==> src/rtl/isa_pkg.sv <==
// Package: shared constants for the interrupt status aggregator.
// Assumes a 32-bit register word and byte addressing.
package isa_pkg;
    localparam int unsigned DATA_W   = 32;
    localparam int unsigned NUM_EV   = 6;
    localparam int unsigned GIE_BIT  = 31;
    localparam int unsigned OFF_GIE  = 32'h1C;
    localparam int unsigned OFF_STAT = 32'h20;
    localparam int unsigned OFF_EN   = 32'h28;

    // Event index order: 0 rx not empty, 1 rx full, 2 rx overrun,
    // 3 tx empty, 4 tx underrun, 5 tx half empty.
    function automatic int unsigned ev_bit(input int unsigned idx);
        case (idx)
            0:       return 8;
            1:       return 4;
            2:       return 5;
            3:       return 2;
            4:       return 3;
            default: return 6;
        endcase
    endfunction
endpackage

==> src/rtl/isa_event_map.sv <==
// Module: isa_event_map
// Spreads the event inputs onto their status bit positions.
// Assumes the positions given by isa_pkg::ev_bit are distinct and below DATA_W.
module isa_event_map
    import isa_pkg::*;
(
    input  logic [NUM_EV-1:0] ev_i,
    output logic [DATA_W-1:0] set_vec_o
);
    // Place each event on its own status bit.
    always_comb begin
        set_vec_o = '0;
        for (int unsigned i = 0; i < NUM_EV; i++) begin
            set_vec_o[ev_bit(i)] = ev_i[i];
        end
    end
endmodule

==> src/rtl/isa_status_reg.sv <==
// Module: isa_status_reg
// Status word: software XOR toggles, hardware set wins in the same cycle.
// Assumes tgl_en is a single-cycle write strobe.
module isa_status_reg
    import isa_pkg::*;
(
    input  logic              clk,
    input  logic              rst_n,
    input  logic              tgl_en,
    input  logic [DATA_W-1:0] tgl_val,
    input  logic [DATA_W-1:0] set_vec,
    output logic [DATA_W-1:0] status_o
);
    for (genvar b = 0; b < DATA_W; b++) begin : g_bit
        logic flip;
        assign flip = tgl_en & tgl_val[b];
        // One sticky bit: toggle first, then OR the hardware set on top.
        always_ff @(posedge clk) begin
            if (!rst_n) status_o[b] <= 1'b0;
            else        status_o[b] <= (status_o[b] ^ flip) | set_vec[b];
        end
    end

    assert_event_wins_R5: assert property (@(posedge clk) disable iff (!rst_n)
        (|set_vec) |=> ((status_o & $past(set_vec)) == $past(set_vec)));
    assert_toggle_xor_R2: assert property (@(posedge clk) disable iff (!rst_n)
        (tgl_en && set_vec == '0) |=> (status_o == ($past(status_o) ^ $past(tgl_val))));
    assert_sticky_hold_R4: assert property (@(posedge clk) disable iff (!rst_n)
        (!tgl_en && set_vec == '0) |=> $stable(status_o));
endmodule

==> src/rtl/isa_ctrl_regs.sv <==
// Module: isa_ctrl_regs
// Per-bit enable word and the global enable flag.
// Assumes the write strobes are already decoded from the address.
module isa_ctrl_regs
    import isa_pkg::*;
(
    input  logic              clk,
    input  logic              rst_n,
    input  logic              wr_en_word,
    input  logic              wr_gie,
    input  logic [DATA_W-1:0] wdata,
    output logic [DATA_W-1:0] en_o,
    output logic              gie_o
);
    // Load the enable word on its write.
    always_ff @(posedge clk) begin
        if (!rst_n)          en_o <= '0;
        else if (wr_en_word) en_o <= wdata;
    end

    // Capture only the global enable bit of its register.
    always_ff @(posedge clk) begin
        if (!rst_n)      gie_o <= 1'b0;
        else if (wr_gie) gie_o <= wdata[GIE_BIT];
    end

    assert_en_load_R6: assert property (@(posedge clk) disable iff (!rst_n)
        wr_en_word |=> (en_o == $past(wdata)));
    assert_gie_hold_R7: assert property (@(posedge clk) disable iff (!rst_n)
        !wr_gie |=> $stable(gie_o));
endmodule

==> src/rtl/isa_irq_gate.sv <==
// Module: isa_irq_gate
// Registered interrupt: global enable AND any enabled pending bit.
// Assumes inputs are flop outputs, so the flop sees a clean value.
module isa_irq_gate
    import isa_pkg::*;
(
    input  logic              clk,
    input  logic              rst_n,
    input  logic [DATA_W-1:0] status,
    input  logic [DATA_W-1:0] en,
    input  logic              gie,
    output logic              irq_o
);
    logic pend;
    assign pend = |(status & en);

    // Register the gated request so the output has no glitches.
    always_ff @(posedge clk) begin
        if (!rst_n) irq_o <= 1'b0;
        else        irq_o <= gie & pend;
    end

    assert_gie_gates_R7: assert property (@(posedge clk) disable iff (!rst_n)
        !gie |=> !irq_o);
    assert_no_pending_R8: assert property (@(posedge clk) disable iff (!rst_n)
        ((status & en) == '0) |=> !irq_o);
    assert_rise_needs_gie_R8: assert property (@(posedge clk) disable iff (!rst_n)
        $rose(irq_o) |-> $past(gie));
endmodule

==> src/rtl/irq_status_agg.sv <==
// Module: irq_status_agg (top)
// Decodes the register bus and joins the event map, the status word,
// the control registers and the interrupt gate.
// Assumes single-cycle writes and combinational reads; address bits 1:0 are ignored.
module irq_status_agg
    import isa_pkg::*;
#(
    parameter int unsigned ADDR_W = 8
) (
    input  logic              clk,
    input  logic              rst_n,
    input  logic              bus_wr,
    input  logic [ADDR_W-1:0] bus_addr,
    input  logic [31:0]       bus_wdata,
    output logic [31:0]       bus_rdata,
    input  logic              rx_nempty_i,
    input  logic              rx_full_i,
    input  logic              rx_ovr_i,
    input  logic              tx_empty_i,
    input  logic              tx_udr_i,
    input  logic              tx_half_i,
    output logic              irq_o
);
    localparam int unsigned WA_W = ADDR_W - 2;
    localparam logic [WA_W-1:0] W_GIE  = WA_W'(OFF_GIE / 4);
    localparam logic [WA_W-1:0] W_STAT = WA_W'(OFF_STAT / 4);
    localparam logic [WA_W-1:0] W_EN   = WA_W'(OFF_EN / 4);

    logic [WA_W-1:0]   word;
    logic              hit_gie, hit_stat, hit_en;
    logic [NUM_EV-1:0] ev;
    logic [DATA_W-1:0] set_vec, status, en;
    logic              gie;

    assign word     = bus_addr[ADDR_W-1:2];
    assign hit_gie  = (word == W_GIE);
    assign hit_stat = (word == W_STAT);
    assign hit_en   = (word == W_EN);
    assign ev       = {tx_half_i, tx_udr_i, tx_empty_i, rx_ovr_i, rx_full_i, rx_nempty_i};

    isa_event_map u_map (
        .ev_i      (ev),
        .set_vec_o (set_vec)
    );

    isa_status_reg u_status (
        .clk      (clk),
        .rst_n    (rst_n),
        .tgl_en   (bus_wr & hit_stat),
        .tgl_val  (bus_wdata),
        .set_vec  (set_vec),
        .status_o (status)
    );

    isa_ctrl_regs u_ctrl (
        .clk        (clk),
        .rst_n      (rst_n),
        .wr_en_word (bus_wr & hit_en),
        .wr_gie     (bus_wr & hit_gie),
        .wdata      (bus_wdata),
        .en_o       (en),
        .gie_o      (gie)
    );

    isa_irq_gate u_gate (
        .clk    (clk),
        .rst_n  (rst_n),
        .status (status),
        .en     (en),
        .gie    (gie),
        .irq_o  (irq_o)
    );

    // Read mux over the three mapped registers; anything else reads 0.
    always_comb begin
        if (hit_stat)     bus_rdata = status;
        else if (hit_en)  bus_rdata = en;
        else if (hit_gie) bus_rdata = {gie, 31'b0};
        else              bus_rdata = '0;
    end

    assert_reset_clears_R9: assert property (@(posedge clk)
        !rst_n |=> (status == '0 && en == '0 && !gie && !irq_o));
    assert_level_sticky_R3: assert property (@(posedge clk) disable iff (!rst_n)
        rx_nempty_i |=> status[ev_bit(0)]);
endmodule

==> config.mk <==
export PLATFORM = sky130hd
export DESIGN_NAME = irq_status_agg
export DESIGN_NICKNAME = d
export VERILOG_FILES = /design/src/rtl/isa_pkg.sv /design/src/rtl/isa_event_map.sv /design/src/rtl/isa_status_reg.sv /design/src/rtl/isa_ctrl_regs.sv /design/src/rtl/isa_irq_gate.sv /design/src/rtl/irq_status_agg.sv
export SDC_FILE = /design/constraint.sdc
export NUM_CORES = 1
export LEC_CHECK = 0
export ABC_AREA = 1
export ABC_CLOCK_PERIOD_IN_PS = 1700
export BUFFER_PORTS_ARGS = -buffer_cell sky130_fd_sc_hd__buf_2
export CORE_UTILIZATION = 45
export CTS_CLUSTER_DIAMETER = 120
export DETAILED_ROUTE_END_ITERATION = 10
export PLACE_DENSITY = 0.68
export SYNTH_ARGS = -nofsm -noshare
export SYNTH_HDL_FRONTEND = slang
export SYNTH_HIERARCHICAL = 1
export SYNTH_SLANG_ARGS = --single-unit
==> constraint.sdc <==
create_clock -name clk -period 1.7 [get_ports clk]
set_input_delay 0.34 -clock clk [delete_from_list [all_inputs] [get_ports clk]]
set_output_delay 0.34 -clock clk [all_outputs]
set_load 0.05 [all_outputs]
# Word level (Yosys, flattened, before mapping)
# Index checks and enable logic that the tools add are counted.
[totals]
register_bits = 66
latchBits = 0
mem_bits_rw = 0
mem_bits_ro = 0
in_bits = 49
out_inout_bits = 33
word_cells = 117
n_memories = 0
[op_classes]
n_addsub = 0
mul = 0
div_mod_pow = 0
magnitude_cmp = 0
n_eq_ne = 3
n_shift = 0
muxes = 3
bitwise = 75
n_reduce_logical = 1
[op_table]
columns = ["op", "count"]
rows = [
  ["two-way mux 32 bit", 3],
  ["bitwise AND 1 bit", 36],
  ["bitwise AND 32 bit", 1],
  ["OR reduction 32 bit", 1],
  ["XOR 1 bit", 32],
  ["equality test 6 x 4 -> 1 bit, second input constant", 2],
  ["equality test 6 x 3 -> 1 bit, second input constant", 1],
  ["OR 1 bit", 6],
]

# Longest topological paths before layout
[depth]
ltp_word = 5
ltp_mapped = 13
depth_no_buf = 10

# Hierarchy
# The synthesis kept the hierarchy.
[modules_own_cells]
columns = ["module", "n_inst", "cells_per_inst", "area_each_um2", "seq_area_each_um2"]
rows = [
  ["isa_status_reg", 1, 298, 1771.7, 640.6],
  ["isa_ctrl_regs", 1, 208, 1382.6, 660.6],
  ["irq_status_agg", 1, 132, 780.7, 0.0],
  ["isa_irq_gate", 1, 65, 261.5, 20.0],
  ["isa_event_map", 1, 33, 244.0, 0.0],
]

# Worst setup path before layout
# No wires, ideal clock.
[synth_path]
path_kind = "input to output"
start = "input port bus_addr[6]"
end = "output port bus_rdata[0]"
arrival_ns = 1.218
required_time_ns = 1.360
path_slack_ns = 0.142
stages = 7
n_path_buf = 2
cell_sequence = "inv_1 -> nand2_1 -> nor2_4 -> buf_6 -> buf_12 -> nand3_2 -> nand2_1"
[synth_via]
elab_chain_len = 3
elab_cells_between_ends = 4
cone_classes = "eq/ne (2); mux (2)"
[synth_rtl]
columns = ["element", "line", "text"]
rows = [
  ["from (decl)", "irq_status_agg.sv:13", "input logic [ADDR_W-1:0] bus_addr,"],
  ["equality test 6 x 4 -> 1 bit", "irq_status_agg.sv:38", "assign hit_en = (word == W_EN);"],
  ["two-way mux 32 bit", "irq_status_agg.sv:77", "else if (hit_en) bus_rdata = en;"],
  ["two-way mux 32 bit *", "irq_status_agg.sv:76", "if (hit_stat) bus_rdata = status;"],
  ["to (decl)", "irq_status_agg.sv:15", "output logic [31:0] bus_rdata,"],
]
# Mark *: on every way between the ends. The rest lies on a longest branch, timed or not.

# Final worst setup path
[layout_path]
start = "input port bus_addr[7]"
end = "output port bus_rdata[9]"
# The elaborated chain is that of the path after synthesis.

==> metrics.md <==
| Metric | Value |
|---|---|
| Die H | 101 um |
| Max-Cap Viols | 0 |
| Final wirelength | 10.1 mm |
| Clock edge transition at the registers on the reported setup and hold paths | 0.07 ns |
| Crit-path max FO | 8 |
| Setup Slack @ Placement | -0.0866 ns |
| CTS Buf Count | 9 |
| Mean Syn Cell Area | 6.03 um^2 |
| Max Clk Rate | 580 MHz |
| Sequential fraction of the synthesis area | 0.298 |
| Synth area leader | dfxtp_1 |
| Synth top area share | 0.298 |
| CTS H-tree depth | 3 |
| Register bit total from synthesis | 66 |
| IO Count | 82 |
| DPL Wire Length | 6.87 mm |
| Setup ws final | -0.0251 ns |
| Final instance area | 0.00535 mm^2 |
| Die area | 0.0103 mm^2 |
| Root Buffer | clkbuf_8 |
| Worst Hold Class | in -> reg |
| Status | finished with violations |
| Ranking of synthesized cells by area | dfxtp_1 30%, nand2_1 21%, nand3_1 12% |
| CP required | 1.36 ns |
| CP Class | in -> out |
| Hold_buf cts | 0 |
| First-pass GRT wire length | 16.7 mm |
| Antenna violations before repair | 0 |
| Placed insts | 921 |
| Synth-to-layout area growth | 20.4% |
| Sink Count | 66 |
| GRT Util Overall | 0.204 |
| Sum of negative setup slack | -0.0444 ns |
| Syn. warnings | 6 |
| GRT overflow | 0 |
| Worst-Skew Late Latency | 0.34 ns |
| Final RePlAce weighted congestion | 0.768 |
| Hold WS | 0.272 ns |
| Final cell count without fillers | 939 |
| Core ar. | 0.00942 mm^2 |
| Clk_skew | 0.00926 ns |
| DRT iter0 DRCs | 211 |
| Max Root-Sink Buffers | 2 |
| RSZ-0062 raised after global routing | yes |
| Final Hold Vio Count | 0 |
| Min cycle time layout | 1.73 ns |
| Post-Syn Area | 0.00444 mm^2 |
| Drt pass-1 iters | 4 |
| Final net count | 854 |
| CTS tree | built |
| Final Max Slew Viols | 0 |
| Filler cell count | 912 |
| Post-synthesis cell type count | 17 |
| Crit. End Element | primary output |
| Initial Util | 0.472 |
| Number of diodes | 0 |
| Setup violations, final | 3 |
| # DRC | 0 |
| Post-Synthesis Cells | 736 |
| Post-DRT Antenna Nets | 0 |
| Area after DPL | 0.00483 mm^2 |
| Pwr per Cell Area | 707 mW/mm^2 |
| DR vias/cell | 4.47 |
| Final Cycle Share | 1.01 |
| Routed via count | 4,200 |
| Avg WL per Cell | 10.8 um |
| Largest net degree at the start of global routing | 67 |
| Die width | 101 um |
| Proportion of layout cells with a drive suffix above 1 | 0.198 |
| Number of global-route vias before repair | 3,819 |
| Port Buffers | 79 |
| Failing checks | negative setup slack |
| Leakage | 0.00279 uW |
| Setup crit start kind | primary input |
| Row count | 35 |
| Maximum VDD drop | 0.647 mV |
| CP arrival | 1.39 ns |
==> sequential cells by signal, indices dropped and copies added (netlist names) <==
register,flops
u_ctrl/en_o,32
u_status/status_o,32
u_ctrl/gie_o,1
u_gate/irq_o,1
==> worst max-delay path, stage by stage <==
cell	delay, ns
buf_6	0.09
inv_2	0.04
nand2_2	0.06
nor2_4	0.20
buf_12	0.17
buf_8	0.14
nand3_2	0.08
nand2_2	0.11
buf_8	0.15
==> what timing repair did <==
item / 4_1_cts / 5_1_grt
pin swaps: 0 / 8
buffers inserted: 0 / 2
resized for setup: 23 / 55
endpoints found under the setup margin: 26 / 31
==> cell usage in the layout (no fill, tap or decap), drive strengths merged <==
cell and count:
a21oi 1, bufinv 3, clkinv 2, nand3 129
nand2 253, dfxtp 66, conb 26, nor2 85
clkbuf 18, inv 134, nand4 1, buf 92
==> Yosys cell counts <==
| cell type | n |
|---|---|
| nand3_1 | 109 |
| buf_4 | 37 |
| nand3_2 | 20 |
| nor2_1 | 82 |
| inv_2 | 2 |
| inv_1 | 132 |
| nand2_2 | 1 |
| nand4_1 | 1 |
| a21oi_1 | 1 |
| nor2_4 | 3 |
| buf_12 | 2 |
| conb_1 | 1 |
| buf_2 | 6 |
| dfxtp_1 | 66 |
| buf_1 | 3 |
| nand2_1 | 252 |
| buf_6 | 18 |
==> final cells by class <==
class                      count  area (um^2)  share of cell area
multi-input combinational    495         2240               0.419
sequential                    66         1320               0.247
timing repair buffer          99          870               0.163
inverter                     134          503              0.0941
tap                          129          161              0.0302
clock buffer                  11          151              0.0283
clock inverter                 5          100              0.0187
==> power breakdown <==
group | internal [uW] | switching [uW] | total, uW
Sequential | 1610 | 65.3 | 1670
Combinational | 178 | 261 | 439
Clock | 1050 | 621 | 1670
Total | 2830 | 948 | 3780
==> metal layers <==
layer	vias up	share of wire	wire [um]	track usage
li1	2262	-	-	-
met3	10	0.059	602	0.0428
met1	1843	0.47	4740	0.254
met4	0	0.0085	86	0.0569
met2	85	0.46	4690	0.354
met5	-	0	0	0
==> through the flow <==
step                       util  power (uW)
after detailed placement  0.513        2120
after global placement    0.513        2100
after CTS                 0.546        3790
after floorplan               -        2020
final                     0.568        3780
after global routing      0.568        3950
==> path summary, 6_finish.rpt <==
kind                    startpoint                    to  slack [ns]  depth (start not counted)
max                    bus_addr[7]          bus_rdata[9]       -0.03                          9
min                    rx_nempty_i  u_status/status_o[8]        0.27                          5
max reg2reg  u_status/status_o[27]          u_gate/irq_o        0.69                          6
min reg2reg           u_ctrl/gie_o          u_gate/irq_o        0.47                          2
==> logic make-up after synthesis <==
group                  Yosys count  synth area share
DFF                             66             0.298
other                            1          0.000844
and+or+nand+nor                468             0.461
buffers and inverters          200             0.240
AOI/OAI and AO/OA                1           0.00113
(Power assumes the default switching activity.)
